$ cat src/rtl/ccf_pkg.sv
package ccf_pkg;
  typedef enum logic [3:0] {
    TAG_RESOLVED = 4'd0,
    TAG_LOGIC    = 4'd1,
    TAG_ADD      = 4'd2,
    TAG_SUB      = 4'd3,
    TAG_CMP8     = 4'd4,
    TAG_CMP16    = 4'd5,
    TAG_ADDX     = 4'd6,
    TAG_SUBX     = 4'd7,
    TAG_SHIFT    = 4'd8,
    TAG_XADD_RUN = 4'd9,
    TAG_XSUB_RUN = 4'd10
  } tag_e;

  localparam int unsigned FLAG_C = 0;
  localparam int unsigned FLAG_V = 1;
  localparam int unsigned FLAG_Z = 2;
  localparam int unsigned FLAG_N = 3;
  localparam int unsigned FLAG_W = 4;
endpackage

$ cat src/rtl/ccf_ext_unit.sv
module ccf_ext_unit
  import ccf_pkg::*;
#(
  parameter int unsigned DW = 32
) (
  input  logic [3:0]    op_i,
  input  logic [DW-1:0] a_i,
  input  logic [DW-1:0] b_i,
  input  logic          x_i,
  output logic [3:0]    tag_o,
  output logic [DW-1:0] dst_o,
  output logic          run_o
);
  logic [DW-1:0] x_ext;
  assign x_ext = DW'(x_i);

  always_comb begin
    tag_o = op_i;
    dst_o = a_i;
    run_o = 1'b0;
    case (op_i)
      TAG_XADD_RUN: begin
        run_o = 1'b1;
        dst_o = a_i + b_i + x_ext;
        tag_o = x_i ? TAG_ADDX : TAG_ADD;
      end
      TAG_XSUB_RUN: begin
        run_o = 1'b1;
        dst_o = a_i - b_i - x_ext;
        tag_o = x_i ? TAG_SUBX : TAG_SUB;
      end
      default: ;
    endcase
  end
endmodule

$ cat src/rtl/ccf_flag_calc.sv
module ccf_flag_calc
  import ccf_pkg::*;
#(
  parameter int unsigned DW = 32
) (
  input  logic [3:0]        tag_i,
  input  logic [DW-1:0]     dst_i,
  input  logic [DW-1:0]     src_i,
  output logic [FLAG_W-1:0] flags_o,
  output logic              valid_o
);
  localparam int unsigned NCMP = 2;
  localparam int unsigned CMP_W [NCMP] = '{8, 16};

  function automatic logic top_bit(input logic [DW-1:0] v);
    return v[DW-1];
  endfunction

  logic [DW-1:0] sum0, sum1;
  assign sum0 = dst_i + src_i;
  assign sum1 = dst_i + src_i + DW'(1);

  logic z_full, n_full;
  assign z_full = (dst_i == '0);
  assign n_full = !z_full && dst_i[DW-1];

  // narrow compares: rebuild operand at the compare width
  logic [FLAG_W-1:0] cmp_flags [NCMP];
  for (genvar g = 0; g < NCMP; g++) begin : g_cmp
    localparam int unsigned CW = CMP_W[g];
    logic [CW-1:0] nd, ns, nt;
    logic nz;
    assign nd = dst_i[CW-1:0];
    assign ns = src_i[CW-1:0];
    assign nt = nd + ns;
    assign nz = (nd == '0);
    assign cmp_flags[g][FLAG_Z] = nz;
    assign cmp_flags[g][FLAG_N] = !nz && nd[CW-1];
    assign cmp_flags[g][FLAG_C] = (nt < ns);
    assign cmp_flags[g][FLAG_V] = (nt[CW-1] ^ nd[CW-1]) & (nt[CW-1] ^ ns[CW-1]);
  end

  always_comb begin
    flags_o         = '0;
    valid_o         = 1'b1;
    flags_o[FLAG_Z] = z_full;
    flags_o[FLAG_N] = n_full;
    case (tag_i)
      TAG_RESOLVED: flags_o = dst_i[FLAG_W-1:0];
      TAG_LOGIC: ;
      TAG_ADD: begin
        flags_o[FLAG_C] = (dst_i < src_i);
        flags_o[FLAG_V] = top_bit((src_i ^ dst_i) & ~((dst_i - src_i) ^ src_i));
      end
      TAG_SUB: begin
        flags_o[FLAG_C] = (sum0 < src_i);
        flags_o[FLAG_V] = top_bit((sum0 ^ dst_i) & (sum0 ^ src_i));
      end
      TAG_CMP8:  flags_o = cmp_flags[0];
      TAG_CMP16: flags_o = cmp_flags[1];
      TAG_ADDX: begin
        flags_o[FLAG_C] = (dst_i <= src_i);
        flags_o[FLAG_V] = top_bit((src_i ^ dst_i) & ~((dst_i - src_i - DW'(1)) ^ src_i));
      end
      TAG_SUBX: begin
        flags_o[FLAG_C] = (sum1 <= src_i);
        flags_o[FLAG_V] = top_bit((sum1 ^ dst_i) & (sum1 ^ src_i));
      end
      TAG_SHIFT: flags_o[FLAG_C] = (src_i != '0);
      default: begin
        flags_o = '0;
        valid_o = 1'b0;
      end
    endcase
  end
endmodule

$ cat src/rtl/ccf_resolver.sv
module ccf_resolver
  import ccf_pkg::*;
#(
  parameter int unsigned DW = 32
) (
  input  logic              clk_i,
  input  logic              rst_ni,
  input  logic              commit_i,
  input  logic [3:0]        op_i,
  input  logic [DW-1:0]     a_i,
  input  logic [DW-1:0]     b_i,
  output logic [DW-1:0]     result_o,
  output logic [FLAG_W-1:0] flags_o,
  output logic              x_o,
  output logic              illegal_o
);
  logic [FLAG_W-1:0] flags_q, calc_flags, next_flags;
  logic              x_q, run, valid;
  logic [3:0]        eval_tag;
  logic [DW-1:0]     dst;

  ccf_ext_unit #(.DW(DW)) i_ext (
    .op_i  (op_i),
    .a_i   (a_i),
    .b_i   (b_i),
    .x_i   (x_q),
    .tag_o (eval_tag),
    .dst_o (dst),
    .run_o (run)
  );

  ccf_flag_calc #(.DW(DW)) i_calc (
    .tag_i   (eval_tag),
    .dst_i   (dst),
    .src_i   (b_i),
    .flags_o (calc_flags),
    .valid_o (valid)
  );

  // extended arithmetic: zero can only be kept, never raised
  always_comb begin
    next_flags = calc_flags;
    if (run) next_flags[FLAG_Z] = calc_flags[FLAG_Z] & flags_q[FLAG_Z];
  end

  always_ff @(posedge clk_i or negedge rst_ni) begin
    if (!rst_ni) begin
      flags_q <= '0;
      x_q     <= 1'b0;
    end else if (commit_i && valid) begin
      flags_q <= next_flags;
      if (run) x_q <= next_flags[FLAG_C];
    end
  end

  assign result_o  = dst;
  assign flags_o   = flags_q;
  assign x_o       = x_q;
  assign illegal_o = commit_i & ~valid;
endmodule

$ cat config.mk
export PLATFORM = sky130hd
export DESIGN_NAME = ccf_resolver
export DESIGN_NICKNAME = d
export VERILOG_FILES = /design/src/rtl/ccf_pkg.sv /design/src/rtl/ccf_ext_unit.sv /design/src/rtl/ccf_flag_calc.sv /design/src/rtl/ccf_resolver.sv
export SDC_FILE = /design/constraint.sdc
export NUM_CORES = 1
export LEC_CHECK = 0
export CORE_MARGIN = 4
export CORE_UTILIZATION = 61
export CTS_CLUSTER_DIAMETER = 80
export CTS_CLUSTER_SIZE = 16
export DETAILED_ROUTE_END_ITERATION = 16
export MAX_ROUTING_LAYER = met4
export PLACE_DENSITY = 0.84
export SLEW_MARGIN = 20
export SYNTH_ARGS = -nofsm -noshare
export SYNTH_HDL_FRONTEND = slang
export SYNTH_HIERARCHICAL = 1
export SYNTH_SLANG_ARGS = --single-unit
export TNS_END_PERCENT = 50
$ cat constraint.sdc
create_clock -name clk_i -period 9.2 [get_ports clk_i]
set_input_delay 1.38 -clock clk_i [delete_from_list [all_inputs] [get_ports clk_i]]
set_output_delay 1.38 -clock clk_i [all_outputs]
set_load 0.01 [all_outputs]
# [After elaboration in Yosys (flattened, before gate mapping)]
# Cells that the tools add are included.
[totals] input_bits=71 out_inout_bits=38 word_cells=76 register_bits=5
[op_classes] n_reduce_logical=16 addsub=10 order_cmp=6 muxes=10 n_bitwise=22 n_eq_ne=10
[op_table] cell="$xor A32 B32 Y32" count=7
[op_table] cell="$and A32 B32 Y32" count=4
[op_table] cell="$add A32 B32 Y32" count=2
[op_table] cell="$le A32 B32 Y1" count=2
[op_table] cell="$lt A32 B32 Y1" count=2
[op_table] cell="$not A32 Y32" count=2
[op_table] cell="$pmux W32 S2" count=1
[op_table] cell="$sub A32 B32 Y32" count=2
[op_table] cell="$add A32 B1 Y32" count=1
[op_table] cell="$add A32 B1 Y32 const B" count=1
[op_table] cell="$logic_not A32 Y1" count=1
[op_table] cell="$reduce_bool A32 Y1" count=1
[op_table] cell="$sub A32 B1 Y32" count=1
[op_table] cell="$sub A32 B1 Y32 const B" count=1
[op_table] cell="$add A16 B16 Y16" count=1
[op_table] cell="$eq A4 B3 Y1 const B" count=4
[op_table] cell="$logic_not A16 Y1" count=1
[op_table] cell="$lt A16 B16 Y1" count=1
[op_table] cell="$eq A4 B4 Y1 const B" count=3
[op_table] cell="$reduce_or A9 Y1" count=1
[op_table] cell="$add A8 B8 Y8" count=1
[op_table] cell="$eq A4 B2 Y1 const B" count=2
[op_table] cell="$logic_not A8 Y1" count=1
[op_table] cell="$lt A8 B8 Y1" count=1
[op_table] cell="16 further kinds" count=30

# [Depth between registers and ports, before layout]
[depth] word_depth=9 mapped_depth=37 ltp_nobuf=37

# [Cells and area by module]
# The synthesis kept the hierarchy.
[by_module_without_submodules] mod="ccf_flag_calc" n_inst=1 area_per_inst_um2=6723.9 cells_per_inst=971 seq_area_each_um2=0.0
[by_module_without_submodules] mod="ccf_ext_unit" n_inst=1 area_per_inst_um2=4423.0 cells_per_inst=631 seq_area_each_um2=0.0
[by_module_without_submodules] mod="ccf_resolver" n_inst=1 area_per_inst_um2=225.2 cells_per_inst=14 seq_area_each_um2=125.1

# [Worst setup path before layout]
# OpenSTA, ideal clock, no wires.
[synth_timing] path_type="input -> register" from="in a_i[0]" to="reg x_q, in the netlist x_o" path_buffers=1 t_arrival_ps=8153 required_ps=9136 setup_slack_ps=983 path_stages=34 cell_sequence="fa_1 inv_1 ha_1 o21ai_0 a2111oi_4 a2111oi_4 a21oi_4 nand3_1 nand2_1 xnor2_1 o21ai_0 ha_1 buf_2 o31ai_1 o21bai_1 xor2_1 or3_4 nor4_4 nand2_2 nor2_1 xnor2_1 ha_1 a21o_1 a21o_1 a21o_1 a21o_1 a21oi_1 nor2b_1 o21ai_0 nand2_1 a21oi_1 o221ai_1 o211ai_1 mux2_4"
[synth_via] elab_chain_cells=7 word_cells_on_any_way=16
[synth_rtl] element="from (decl)" line_no="ccf_resolver.sv:10" source="input logic [DW-1:0] a_i,"
[synth_rtl] element="$sub A32 B32 Y32 or $add A32 B32 Y32 (tied branches)" line_no="ccf_ext_unit.sv:29, ccf_ext_unit.sv:24"
[synth_rtl] element="$sub A32 B1 Y32 or $add A32 B1 Y32 (tied branches)" line_no="ccf_ext_unit.sv:29, ccf_ext_unit.sv:24"
[synth_rtl] element="$pmux W32 S2 *" line_no="ccf_ext_unit.sv:21" source="case (op_i)"
[synth_rtl] element="named net result_o[15]" line_no="ccf_resolver.sv:12" source="output logic [DW-1:0] result_o,"
[synth_rtl] element="$add A32 B32 Y32" line_no="ccf_flag_calc.sv:20, ccf_flag_calc.sv:21"
[synth_rtl] element="$add A32 B1 Y32" line_no="ccf_flag_calc.sv:21" source="assign sum1 = dst_i + src_i + DW'(1);"
[synth_rtl] element="$le A32 B32 Y1" line_no="ccf_flag_calc.sv:66" source="flags_o[FLAG_C] = (sum1 <= src_i);"
[synth_rtl] element="$pmux W1 S8 *" line_no="ccf_flag_calc.sv:48" source="case (tag_i)"
[synth_rtl] element="named net calc_flags[0]" line_no="ccf_resolver.sv:17" source="logic [FLAG_W-1:0] flags_q, calc_flags, next_flags;"
[synth_rtl] element="to (signal assigned)" line_no="ccf_resolver.sv:52" source="if (run) x_q <= next_flags[FLAG_C];"
[synth_rtl] element="to (decl)" line_no="ccf_resolver.sv:18" source="logic x_q, run, valid;"
# The timed path passes the listed nets; every way through them passes the cells marked *.
# A chain may end at the register's enable or synchronous reset.

# [Worst setup path in the final report]
[layout_timing] from="in b_i[0]" to="reg flags_q[0], in the netlist flags_o[0]"
[layout_via] elab_chain_cells=7 word_cells_on_any_way=17
[layout_rtl] element="from (decl)" line_no="ccf_resolver.sv:11" source="input logic [DW-1:0] b_i,"
[layout_rtl] element="$sub A32 B32 Y32 or $add A32 B32 Y32 (tied branches)" line_no="ccf_ext_unit.sv:29, ccf_ext_unit.sv:24"
[layout_rtl] element="$sub A32 B1 Y32 or $add A32 B1 Y32 (tied branches)" line_no="ccf_ext_unit.sv:29, ccf_ext_unit.sv:24"
[layout_rtl] element="$pmux W32 S2" line_no="ccf_ext_unit.sv:21"
[layout_rtl] element="$add A32 B32 Y32" line_no="ccf_flag_calc.sv:20, ccf_flag_calc.sv:21"
[layout_rtl] element="$add A32 B1 Y32" line_no="ccf_flag_calc.sv:21"
[layout_rtl] element="$le A32 B32 Y1" line_no="ccf_flag_calc.sv:66"
[layout_rtl] element="$pmux W1 S8 *" line_no="ccf_flag_calc.sv:48"
[layout_rtl] element="named net calc_flags[0]" line_no="ccf_resolver.sv:17"
[layout_rtl] element="to (signal assigned)" line_no="ccf_resolver.sv:51" source="flags_q <= next_flags;"
[layout_rtl] element="to (decl)" line_no="ccf_resolver.sv:17"
# Marked as above.

==> summary.txt <==
Run status
  • Result of the run: completed

Placed design
  • Dpl hpwl: about 37000 um
  • Instance area at placement: 0.0134 sq mm
  • GP Congestion: approximately 1.1
  • # placed instances: between 2000 and 2500
  • Port Buffers: 108

Hold path
  • HP Class: register to register
  • Hold path startpoint: flags_o[2]$_DFFE_PN0P_

Timing
  • Final setup violating endpoints: 0
  • Final hold vios: 0
  • Total Negative Setup Slacks: 0 ns
  • Transition time at the pin with the least slew margin: roughly 0.83 ns
  • Share of the clock period used by the worst path after layout: 0.968
  • Max Transition Viols Final: 0
  • Highest attainable clock frequency: 0.112 GHz
  • Worst slew margin: 0.439
  • Final clock skew: roughly 0.00019 ns
  • Minimum period implied by the final worst setup slack: ~8.9 ns

Setup path
  • Critical Path Source: b_i[0]
  • Launching point of the worst reg2reg path: x_o$_DFFE_PN0P_
  • CP Class: primary input to register
  • Startpoint type of the worst setup path: primary input
  • Required time at the worst-slack endpoint: 9.31 ns
  • WP data arrival: 9.02 ns
  • Slowest Stage Delay on Critical Path: about 0.48 ns
  • Slowest stage cell, crit path: sky130_fd_sc_hd__clkdlybuf4s50_1
  • Worst-path maximum fanout: 8
  • Kind of cell with the highest combined delay on the critical path: compound AO/OA/AOI/OAI gates
  • Most common cell on crit path: sky130_fd_sc_hd__buf_4
  • Number of buffers and inverters on the critical path: 8
  • Category of the worst setup path capture point: register

Synth
  • Number of synthesized flops with an enable pin: 0
  • Largest cells by area after synthesis: sky130_fd_sc_hd__ha_1 24%, sky130_fd_sc_hd__xnor2_1 6.9%, sky130_fd_sc_hd__inv_1 6.0%
  • Cell area after technology mapping: approximately 0.011 sq mm
  • Share of async-settable or async-resettable flops after synthesis: 1.00
  • Synthesized area per cell: 7.04 sq um
  • Simple-gate share of the synthesized area: 0.246
  • Area share of fa/ha/maj cells after synthesis: 0.248
  • Synthesis warning total: 6
  • Sequential area share after synthesis: 0.0110
  • Number of distinct standard cells referenced by the synthesized netlist: between 100 and 150
  • Library cell with the highest instance count after synthesis: sky130_fd_sc_hd__ha_1
  • Syn Inst Count: between 1500 and 2000
  • Largest area contributor in the synthesized netlist: sky130_fd_sc_hd__ha_1
  • Post-synthesis net count: 1909
  • Largest family of logic cells by synthesized area: compound AO/OA/AOI/OAI gates
  • List of most frequent post-synthesis cells: 216 x sky130_fd_sc_hd__ha_1, 183 x sky130_fd_sc_hd__inv_1, 137 x sky130_fd_sc_hd__a21oi_1
  • Yosys top cell area share: 0.238
  • Mux contribution to synthesized area: 0.0132
  • Area fraction in compound gates after synthesis: 0.309
  • Xor/xnor cell area share of the yosys netlist: 0.0922
  • Most common flop cell mapped by yosys: sky130_fd_sc_hd__dfrtp_1
  • Total of flip-flops plus latches after synthesis: 5

Layout
  • Area grow syn2layout: 22.4%
  • Count of nets after finishing: approximately 2100
  • Filler cell count: approximately 1400
  • Final instance area: about 0.014 sq mm
  • Finished Layout Cells: between 2000 and 2500
  • Final core utilization: 0.767
  • Total inserted antenna cells: 0
  • Fraction of layout instances using a drive strength above 1: 0.140

Pwr
  • Lkg Pwr: 6.21 nW
  • Cell area power density: ~120 mW/mm^2
  • Power, Total: ~1.7 mW
  • VDD IR max: ~0.000054 V

GRT
  • Wire length of the first global-routing pass: 67400 um
  • Global Route Usage Sum: 0.418
  • Maximum number of pins on one net before global-route repair: 24
  • Antenna violations before repair: 0
  • Vias in the first global route: roughly 13000
  • GRT overflow: 0

CTS
  • TritonCTS clock tree: done
  • Clock-pin slew on the worst setup and hold paths: 0.03 ns
  • Worst-Skew Late Latency: 0.23 ns
  • Number of sinks on the clock net: 5
  • Total clock buffers created by CTS: 3
  • Root buffer selected by CTS: sky130_fd_sc_hd__clkbuf_16
  • Number of buffers on the longest clock path: 2
  • Max H-tree Level: 1

Die
  • Chip width: between 100 and 150 um
  • Ports: about 110
  • Starting utilization of the core area: 0.627
  • Core Footprint: 0.0181 sq mm
  • Cell row count: 49
  • Height of the die: approximately 140 um
  • Floorplan die area: 0.0209 sq mm

Route
  • WL per Instance: 22.1 um
  • Vias after detailed routing: roughly 14000
  • Detailed Route Iter0 Violations: about 1600
  • Post-detailed-route via-to-cell ratio: 6.79
  • Initial DRT Pass Iterations: 6
  • Post-Route WL: approximately 45000 um
  • Count of unresolved DRC violations after routing: 0
  • Remaining number of nets flagged by the antenna check after routing: 0

Flow run
  • Max capacitance violation total: 0
==> layout make-up <==
class / count / area, sq um / share of cell area
timing repair buffer: 238 / 2060 / 0.148
tap: 229 / 287 / 0.0206
sequential: 5 / 125 / 0.00899
inverter: 187 / 702 / 0.0504
clock buffer: 4 / 78.8 / 0.00566
multi-input combinational: 1378 / 10700 / 0.767
==> metrics by stage <==
step	worst slack [ns]	hold WS, ns
final	0.290	0.505
after global routing	-0.0579	0.500
after CTS	0.108	0.493
after detailed placement	0.00250	0.486
after global placement	0.0146	0.479
after floorplan	0.983	0.533
==> report_power, final <==
| group | total, mW | switching [mW] | internal, mW |
|---|---|---|---|
| clock | 0.0727 | 0.0152 | 0.0575 |
| sequential | 0.0346 | 0.00685 | 0.0278 |
| combinational | 1.54 | 0.899 | 0.646 |
| total | 1.65 | 0.921 | 0.731 |
==> worst paths after layout <==
kind	slack [ns]	endpoint	depth (start not counted)
max in group asynchronous	7.58	flags_o[0]$_DFFE_PN0P_	1
hold / removal	0.50	flags_o[2]$_DFFE_PN0P_	1
min in group asynchronous	1.40	flags_o[2]$_DFFE_PN0P_	1
setup reg to reg	1.53	flags_o[0]$_DFFE_PN0P_	34
setup / recovery	0.29	flags_o[0]$_DFFE_PN0P_	35
hold reg to reg	0.50	flags_o[2]$_DFFE_PN0P_	1
==> repair_timing <==
item / CTS / global route
gates resized for setup: 0 / 74
endpoints found under the setup margin: 0 / 2
buffers inserted: 0 / 11
hold buffers: 0 / 0
==> kinds of logic after synthesis <==
| group | count (synthesis) |
|---|---|
| fa+ha+maj | 222 |
| compound gates | 507 |
| flops | 5 |
| xor+xnor | 118 |
| buf+inv | 233 |
| simple gates | 518 |
| mux | 13 |
==> placed cells by master (no fill, tap or decap), drive strengths merged, types with 11 or more instances in the layout <==
| cell | Yosys | routed |
|---|---|---|
| nor3 | 34 | 34 |
| o221ai | 19 | 19 |
| a22oi | 18 | 18 |
| nand2b | 30 | 30 |
| buf | 20 | 130 |
| xor2 | 27 | 27 |
| o211ai | 23 | 23 |
| nand3 | 34 | 34 |
| a21o | 29 | 29 |
| nand2 | 102 | 102 |
| clkdlybuf4s50 | 0 | 108 |
| a211oi | 14 | 14 |
| a31oi | 21 | 21 |
| nor2 | 130 | 130 |
| or3 | 15 | 15 |
| inv | 185 | 185 |
| o21bai | 15 | 15 |
| and3 | 14 | 14 |
| nor4 | 43 | 43 |
| o31ai | 19 | 19 |
| o21a | 19 | 19 |
| ha | 216 | 216 |
| a21oi | 140 | 140 |
| a221oi | 11 | 11 |
| o21ai | 93 | 93 |
| xnor2 | 91 | 91 |
| nor2b | 32 | 32 |
| nand4 | 36 | 36 |
==> sequential cells by signal, indices dropped and copies added, names as in the netlist <==
signal	cells
x_o	1
flags_o	4
==> layer usage <==
layer	wire, um	track usage	up-vias
met5	0	-	-
met4	1920	0.143	0
met3	5180	0.0628	149
met2	19700	0.644	908
met1	18300	0.559	6477
li1	-	-	6327
(Power assumes the default switching activity.)
